`src/rtl/swc_pkg.sv`:
```
package swc_pkg;
  typedef enum logic [1:0] {
    ST_IDLE  = 2'd0,
    ST_LOOK  = 2'd1,
    ST_DRAIN = 2'd2,
    ST_FILL  = 2'd3
  } swc_state_e;
endpackage

```
`src/rtl/swc_tagstore.sv`:
```
module swc_tagstore #(
  parameter int LINES = 64,
  parameter int TAG_W = 10,
  localparam int IDX_W = $clog2(LINES)
) (
  input  logic             clk,
  input  logic             rst,
  input  logic [IDX_W-1:0] look_idx,
  input  logic [TAG_W-1:0] look_tag,
  output logic             hit,
  input  logic             fill_en,
  input  logic [IDX_W-1:0] fill_idx,
  input  logic [TAG_W-1:0] fill_tag,
  input  logic             snp_en,
  input  logic [IDX_W-1:0] snp_idx,
  input  logic [TAG_W-1:0] snp_tag
);
  logic             valid_q [LINES];
  logic [TAG_W-1:0] tag_q   [LINES];

  assign hit = valid_q[look_idx] && (tag_q[look_idx] == look_tag);

  for (genvar i = 0; i < LINES; i++) begin : g_line
    logic             v_n;
    logic [TAG_W-1:0] t_n;
    // fill first, then a matching snoop on the resulting line clears it
    always_comb begin
      v_n = valid_q[i];
      t_n = tag_q[i];
      if (fill_en && fill_idx == IDX_W'(i)) begin
        v_n = 1'b1;
        t_n = fill_tag;
      end
      if (snp_en && snp_idx == IDX_W'(i) && v_n && t_n == snp_tag)
        v_n = 1'b0;
    end
    always_ff @(posedge clk) begin
      if (rst) begin
        valid_q[i] <= 1'b0;
        tag_q[i]   <= '0;
      end else begin
        valid_q[i] <= v_n;
        tag_q[i]   <= t_n;
      end
    end
  end

  // a snoop on a resident block with no fill to that line drops it
  a_r9_snoop_drops_line: assert property (@(posedge clk) disable iff (rst)
    (snp_en && valid_q[snp_idx] && tag_q[snp_idx] == snp_tag &&
     !(fill_en && fill_idx == snp_idx))
    |=> !valid_q[$past(snp_idx)]);

  // fill and snoop on the same block in one cycle leave the line invalid
  a_r11_fill_snoop_race: assert property (@(posedge clk) disable iff (rst)
    (fill_en && snp_en && fill_idx == snp_idx && fill_tag == snp_tag)
    |=> !valid_q[$past(fill_idx)]);

  // a fill without a competing snoop installs a valid line
  a_r2_fill_installs: assert property (@(posedge clk) disable iff (rst)
    (fill_en && !(snp_en && snp_idx == fill_idx))
    |=> valid_q[$past(fill_idx)] && tag_q[$past(fill_idx)] == $past(fill_tag));
endmodule

```
`src/rtl/swc_dataram.sv`:
```
module swc_dataram #(
  parameter int LINES  = 64,
  parameter int DATA_W = 32,
  localparam int IDX_W = $clog2(LINES)
) (
  input  logic              clk,
  input  logic              we,
  input  logic [IDX_W-1:0]  addr,
  input  logic [DATA_W-1:0] wdata,
  output logic [DATA_W-1:0] rdata
);
  logic [DATA_W-1:0] mem [LINES];

  always_ff @(posedge clk) begin
    if (we) mem[addr] <= wdata;
    rdata <= mem[addr];
  end
endmodule

```
`src/rtl/swc_wbuf.sv`:
```
module swc_wbuf #(
  parameter int DEPTH = 4,
  parameter int W     = 48,
  localparam int PTR_W = (DEPTH > 1) ? $clog2(DEPTH) : 1,
  localparam int CNT_W = $clog2(DEPTH + 1)
) (
  input  logic         clk,
  input  logic         rst,
  input  logic         push,
  input  logic [W-1:0] din,
  input  logic         pop,
  output logic [W-1:0] head,
  output logic         empty,
  output logic         full
);
  logic [W-1:0]     slot_q [DEPTH];
  logic [PTR_W-1:0] wp_q, rp_q;
  logic [CNT_W-1:0] cnt_q;

  function automatic logic [PTR_W-1:0] bump(input logic [PTR_W-1:0] p);
    return (p == PTR_W'(DEPTH - 1)) ? '0 : p + 1'b1;
  endfunction

  assign empty = (cnt_q == '0);
  assign full  = (cnt_q == CNT_W'(DEPTH));
  assign head  = slot_q[rp_q];

  always_ff @(posedge clk) begin
    if (push) slot_q[wp_q] <= din;
  end

  always_ff @(posedge clk) begin
    if (rst) begin
      wp_q  <= '0;
      rp_q  <= '0;
      cnt_q <= '0;
    end else begin
      if (push) wp_q <= bump(wp_q);
      if (pop)  rp_q <= bump(rp_q);
      case ({push, pop})
        2'b10:   cnt_q <= cnt_q + 1'b1;
        2'b01:   cnt_q <= cnt_q - 1'b1;
        default: cnt_q <= cnt_q;
      endcase
    end
  end

  // the cache never writes into a full queue
  a_r6_no_push_full: assert property (@(posedge clk) disable iff (rst)
    push |-> !full);
  // drain only from a non-empty queue
  a_r7_no_pop_empty: assert property (@(posedge clk) disable iff (rst)
    pop |-> !empty);
endmodule

```
`src/rtl/snoop_wt_cache.sv`:
```
module snoop_wt_cache
  import swc_pkg::*;
#(
  parameter int ADDR_W   = 16,
  parameter int DATA_W   = 32,
  parameter int LINES    = 64,
  parameter int WB_DEPTH = 4
) (
  input  logic              clk,
  input  logic              rst,
  input  logic              cpu_req,
  input  logic              cpu_we,
  input  logic [ADDR_W-1:0] cpu_addr,
  input  logic [DATA_W-1:0] cpu_wdata,
  output logic              cpu_stall,
  output logic              cpu_done,
  output logic [DATA_W-1:0] cpu_rdata,
  output logic              mem_req,
  output logic              mem_we,
  output logic [ADDR_W-1:0] mem_addr,
  output logic [DATA_W-1:0] mem_wdata,
  input  logic              mem_ack,
  input  logic [DATA_W-1:0] mem_rdata,
  input  logic              snoop_valid,
  input  logic [ADDR_W-1:0] snoop_addr
);
  localparam int IDX_W = $clog2(LINES);
  localparam int TAG_W = ADDR_W - IDX_W;
  localparam int ENT_W = ADDR_W + DATA_W;

  swc_state_e        state_q;
  logic              rq_we_q;
  logic [ADDR_W-1:0] rq_addr_q;
  logic [DATA_W-1:0] rq_wdata_q;

  logic [IDX_W-1:0]  rq_idx;
  logic [TAG_W-1:0]  rq_tag;
  logic              hit;
  logic              fill_en;
  logic              wb_push, wb_pop, wb_empty, wb_full;
  logic [ENT_W-1:0]  wb_head;
  logic              ram_we;
  logic [IDX_W-1:0]  ram_addr;
  logic [DATA_W-1:0] ram_wdata, ram_q;

  assign rq_idx  = rq_addr_q[IDX_W-1:0];
  assign rq_tag  = rq_addr_q[ADDR_W-1:IDX_W];
  assign fill_en = (state_q == ST_FILL) && mem_req && mem_ack && !mem_we;
  assign wb_push = (state_q == ST_LOOK) && rq_we_q && !wb_full;
  assign wb_pop  = mem_req && mem_we && mem_ack;

  assign ram_addr  = (state_q == ST_IDLE) ? cpu_addr[IDX_W-1:0] : rq_idx;
  assign ram_we    = fill_en || (wb_push && hit);
  assign ram_wdata = fill_en ? mem_rdata : rq_wdata_q;

  swc_tagstore #(.LINES(LINES), .TAG_W(TAG_W)) u_tags (
    .clk      (clk),
    .rst      (rst),
    .look_idx (rq_idx),
    .look_tag (rq_tag),
    .hit      (hit),
    .fill_en  (fill_en),
    .fill_idx (rq_idx),
    .fill_tag (rq_tag),
    .snp_en   (snoop_valid),
    .snp_idx  (snoop_addr[IDX_W-1:0]),
    .snp_tag  (snoop_addr[ADDR_W-1:IDX_W])
  );

  swc_dataram #(.LINES(LINES), .DATA_W(DATA_W)) u_data (
    .clk   (clk),
    .we    (ram_we),
    .addr  (ram_addr),
    .wdata (ram_wdata),
    .rdata (ram_q)
  );

  swc_wbuf #(.DEPTH(WB_DEPTH), .W(ENT_W)) u_wbuf (
    .clk   (clk),
    .rst   (rst),
    .push  (wb_push),
    .din   ({rq_addr_q, rq_wdata_q}),
    .pop   (wb_pop),
    .head  (wb_head),
    .empty (wb_empty),
    .full  (wb_full)
  );

  // request sequencer
  always_ff @(posedge clk) begin
    if (rst) begin
      state_q    <= ST_IDLE;
      cpu_stall  <= 1'b0;
      cpu_done   <= 1'b0;
      cpu_rdata  <= '0;
      rq_we_q    <= 1'b0;
      rq_addr_q  <= '0;
      rq_wdata_q <= '0;
    end else begin
      cpu_done <= 1'b0;
      case (state_q)
        ST_IDLE: if (cpu_req) begin
          rq_we_q    <= cpu_we;
          rq_addr_q  <= cpu_addr;
          rq_wdata_q <= cpu_wdata;
          cpu_stall  <= 1'b1;
          state_q    <= ST_LOOK;
        end
        ST_LOOK: begin
          if (rq_we_q) begin
            if (!wb_full) begin
              cpu_done  <= 1'b1;
              cpu_stall <= 1'b0;
              state_q   <= ST_IDLE;
            end
          end else if (hit) begin
            cpu_rdata <= ram_q;
            cpu_done  <= 1'b1;
            cpu_stall <= 1'b0;
            state_q   <= ST_IDLE;
          end else begin
            state_q <= ST_DRAIN;
          end
        end
        ST_DRAIN: if (!mem_req && wb_empty) state_q <= ST_FILL;
        ST_FILL: if (fill_en) begin
          cpu_rdata <= mem_rdata;
          cpu_done  <= 1'b1;
          cpu_stall <= 1'b0;
          state_q   <= ST_IDLE;
        end
        default: state_q <= ST_IDLE;
      endcase
    end
  end

  // memory port: queued stores first, a fill only once the queue is empty
  always_ff @(posedge clk) begin
    if (rst) begin
      mem_req   <= 1'b0;
      mem_we    <= 1'b0;
      mem_addr  <= '0;
      mem_wdata <= '0;
    end else if (mem_req) begin
      if (mem_ack) mem_req <= 1'b0;
    end else if (!wb_empty) begin
      mem_req   <= 1'b1;
      mem_we    <= 1'b1;
      mem_addr  <= wb_head[ENT_W-1:DATA_W];
      mem_wdata <= wb_head[DATA_W-1:0];
    end else if (state_q == ST_DRAIN) begin
      mem_req  <= 1'b1;
      mem_we   <= 1'b0;
      mem_addr <= rq_addr_q;
    end
  end

  // a memory read is only ever issued with the store queue empty
  a_r8_read_after_drain: assert property (@(posedge clk) disable iff (rst)
    (mem_req && !mem_we) |-> wb_empty);
  // a pending memory transfer keeps its address and direction
  a_r7_req_hold: assert property (@(posedge clk) disable iff (rst)
    (mem_req && !mem_ack) |=> mem_req && $stable(mem_addr) && $stable(mem_we));
  // completion is a single-cycle pulse that also releases the stall
  a_r5_done_pulse: assert property (@(posedge clk) disable iff (rst)
    cpu_done |-> !cpu_stall ##1 !cpu_done);
  // a load that hits completes without touching the memory port
  a_r1_hit_no_bus: assert property (@(posedge clk) disable iff (rst)
    (state_q == ST_LOOK && !rq_we_q && hit) |=> cpu_done);
endmodule

```
`config.mk`:
```
export PLATFORM = sky130hd
export DESIGN_NAME = snoop_wt_cache
export DESIGN_NICKNAME = d
export VERILOG_FILES = /design/src/rtl/swc_pkg.sv /design/src/rtl/swc_tagstore.sv /design/src/rtl/swc_dataram.sv /design/src/rtl/swc_wbuf.sv /design/src/rtl/snoop_wt_cache.sv
export SDC_FILE = /design/constraint.sdc
export NUM_CORES = 2
export LEC_CHECK = 0
export BUFFER_PORTS_ARGS = -buffer_cell sky130_fd_sc_hd__buf_2
export CAP_MARGIN = 10
export CORE_MARGIN = 1.5
export CORE_UTILIZATION = 25
export DETAILED_ROUTE_END_ITERATION = 8
export SLEW_MARGIN = 40
export SYNTH_ARGS = -nofsm -noshare
export SYNTH_HDL_FRONTEND = slang
export SYNTH_SLANG_ARGS = --single-unit
```
`constraint.sdc`:
```
create_clock -name clk -period 8.37 [get_ports clk]
set_clock_uncertainty 0.15 [all_clocks]
set_input_delay 1.674 -clock clk [delete_from_list [all_inputs] [get_ports clk]]
set_output_delay 1.674 -clock clk [all_outputs]
set_load 0.005 [all_outputs]
```
==> flow_summary_export.csv <==
group,metric,value,unit
floorplan,die_area,514000,µm²
timing,hold_violations,0,
grt,antenna_found_initial,50,
grt,grt_usage,0.169,
clock_network,cts_buffer_depth,4,
clock_network,clkTransAtPathRegs,0.06,ns
detailed_routing,routed_wl,454000,µm
timing,tightest_slew,0.963,ns
finish,drive_above_1_share,0.151,
clock_network,clk_latency,0.94,ns
pwr,p_leak,48.9,nW
timing,fin_crit_sh,0.796,
critical_path,crit_path_start_kind,"flip-flop",
critical_path,max_stage_delay,0.71,ns
yosys,netlist_instances,9139,
floorplan,pin_count,186,
critical_path,cp.arrival,7.08,ns
critical_path,required,8.79,ns
finish,final_common_cell,"edfxtp_1",
detailed_routing,drt-wirelength-per-cell,27.9,µm
finish,finalNonFillerCells,16288,
yosys,synth.distinct_cells,63,
detailed_routing,via_per_inst,5.17,
placed_design,dp.cells,15677,
clock_network,cts_hold_buf,0,
yosys,synth.yosys.seq_area_share,0.667,
floorplan,start_util,0.251,
run_status,status,"complete, no violations",
finish,fin_nets,9388,
floorplan,die_height,717,µm
flow_run,cap_violations,0,
critical_path,critPathSlowestCell,"o41ai_1",
timing,slew_viol_final,0,
grt,grt_max_degree,184,
floorplan,fp.dieW,717,µm
critical_path,worstPathMaxFanout,29,
detailed_routing,remaining_drc_errors,0,
finish,syn2layout_area_growth,17.0,%
grt,grt_pass1_wl,629000,µm
pwr,vdd_ir_drop_max,172,µV
yosys,syn_area,127000,µm²
finish,design_area,149000,µm²
timing,setup_viol,0,
detailed_routing,ant_nets,0,
grt,first_global_vias,78964,
yosys,synthFlopType,"edfxtp_1",
placed_design,port_buffers,185,
detailed_routing,dr_total_vias,84246,
detailed_routing,firstDrtPassIters,6,
finish,final_cell_mix,"edfxtp_1, dfxtp_1, nor2_1, mux2i_1, nand2_1",
critical_path,reg2reg_depth,12,
grt,gr-total-overflow,0,
floorplan,fp-row-count,262,
placed_design,gp_congestion,0.918,
critical_path,critical_path.cell_chain,"buf_12, mux4_2, a22oi_1, a21oi_1, o41ai_1, o311a_1, o21ai_1, nor4_4, nand3_4, buf_4, a211oi_4, buf_4",
placed_design,hpwlAfterDp,291000,µm
floorplan,coreArea,508000,µm²
critical_path,r2r_setup_slack,1.71,ns
timing,rsz0062_at_grt,"no",
timing,hold_slack,0.299,ns
min_path,hold_depth,2,
timing,fin_crit,6.66,ns
clock_network,cts_tree,"done",
min_path,min_path_type,"reg -> reg",
yosys,synth_nets,9248,
yosys,yosys_register_bits,3126,
timing,fmax,150,MHz
critical_path,crit_type,"reg -> reg",
timing,timing.setup.tns,0,ns
yosys,ys_warn_count,0,
clock_network,cts_root_buf,"clkbuf_16",
clock_network,cts_htree_levels,5,
yosys,synth.avg_cell_area,13.9,µm²
critical_path,path_common_cell,"buf_4",
clock_network,cts-resized-gates,0,
yosys,async_reset_ff_frac,0,
timing,slew_headroom,0.355,
placed_design,placed_area,139000,µm²
clock_network,cts_buffers,317,
yosys,synth_edf_count,2240,
pwr,power_density,239,nW/µm²
clock_network,post_cts_buffers,0,
pwr,finalPower,0.0357,W
clock_network,cts.sink_count,3126,
detailed_routing,drt_iter0_markers,11247,
critical_path,end_kind,"flip-flop",
[registers in the layout (all words and copies together), names as in the netlist, 3 cells and up, named ones only]
register / flops
mem_wdata: 32
u_tags.tag_q: 640
mem_addr: 16
u_tags.valid_q: 64
cpu_rdata: 32
u_wbuf.cnt_q: 3
rq_wdata_q: 32
u_data.rdata: 32
u_data.mem: 2048
rq_addr_q: 16
u_wbuf.slot_q: 192
[cell usage after synthesis (41+ instances only)]
library cell  number  area [µm²]
edfxtp_1        2240       67300
dfxtp_1          886       17700
nor2_1           797        2990
mux2i_1          782        7830
nand2_1          609        2290
a22oi_1          505        3790
clkbuf_1         489        1840
xnor2_1          391        3420
a21oi_1          296        1480
xor2_1           257        2250
a221oi_1         230        2010
mux4_2           224        5040
buf_1            172         646
nand4_1          142         888
a22o_1           134        1170
a31oi_1          127         795
a211oi_1         110         826
nor4_1           102         638
nor3_1            83         415
or3_1             65         407
nand3_1           63         315
a211oi_2          60         751
o221ai_1          41         359
[layout make-up]
type / instances / area [µm²]
Timing Repair Buffer: 551 / 4590
Fill cell: 50564 / 359000
Sequential cell: 3126 / 85100
Inverter: 41 / 154
Tap cell: 6732 / 8420
Clock inverter: 146 / 1590
Multi-Input combinational cell: 5242 / 40700
Antenna cell: 34 / 85.1
Clock buffer: 416 / 8630
[where the power goes]
group,internal (W),switching [W]
clock network,0.00816,0.00618
registers,0.0168,0.000219
logic,0.00112,0.00322
[worst max-delay path: cells and delay by family, from the launching register on]
| family | cells | cell delay, ns |
|---|---|---|
| flip-flops | 1 | 0.54 |
| buffers and inverters | 3 | 1.36 |
| AND/OR/NAND/NOR | 2 | 1.39 |
| AO/OA/AOI/OAI | 6 | 2.13 |
| multiplexers | 1 | 0.57 |
[metrics by stage]
| step | setup WS, ns | utilization |
|---|---|---|
| after global placement | 1.69 | 0.271 |
| after global routing | 1.66 | 0.293 |
| after CTS | 1.59 | 0.293 |
| after floorplan | 2.32 | - |
| final | 1.71 | 0.293 |
| after detailed placement | 1.58 | 0.272 |
[per-layer routing]
| layer | global-route usage | routed length (µm) | share of wire |
|---|---|---|---|
| met1 | 0.223 | 178000 | 0.39 |
| met2 | 0.261 | 203000 | 0.45 |
| met3 | 0.0397 | 47800 | 0.11 |
| met4 | 0.0812 | 25000 | 0.055 |
| met5 | 0 | 146 | 0.00032 |
[worst paths after layout]
| check | startpoint | endpoint |
|---|---|---|
| max | flip-flop | u_data.mem[47][25] |
| min | mem_addr[13] | mem_addr[13] |
| max reg2reg | flip-flop | u_data.mem[47][25] |
| min reg2reg | mem_addr[13] | mem_addr[13] |
[cell families after synthesis]
family | Yosys count | share of synthesized area
XOR/XNOR | 648 | 0.0445
AND/OR/NAND/NOR | 1941 | 0.0667
buffers and inverters | 771 | 0.0243
flip-flops | 3126 | 0.667
multiplexers | 1012 | 0.102
AO/OA/AOI/OAI | 1634 | 0.0954
adder cells (fa/ha/maj) | 7 | 0.000746
(Power assumes the default switching activity.)
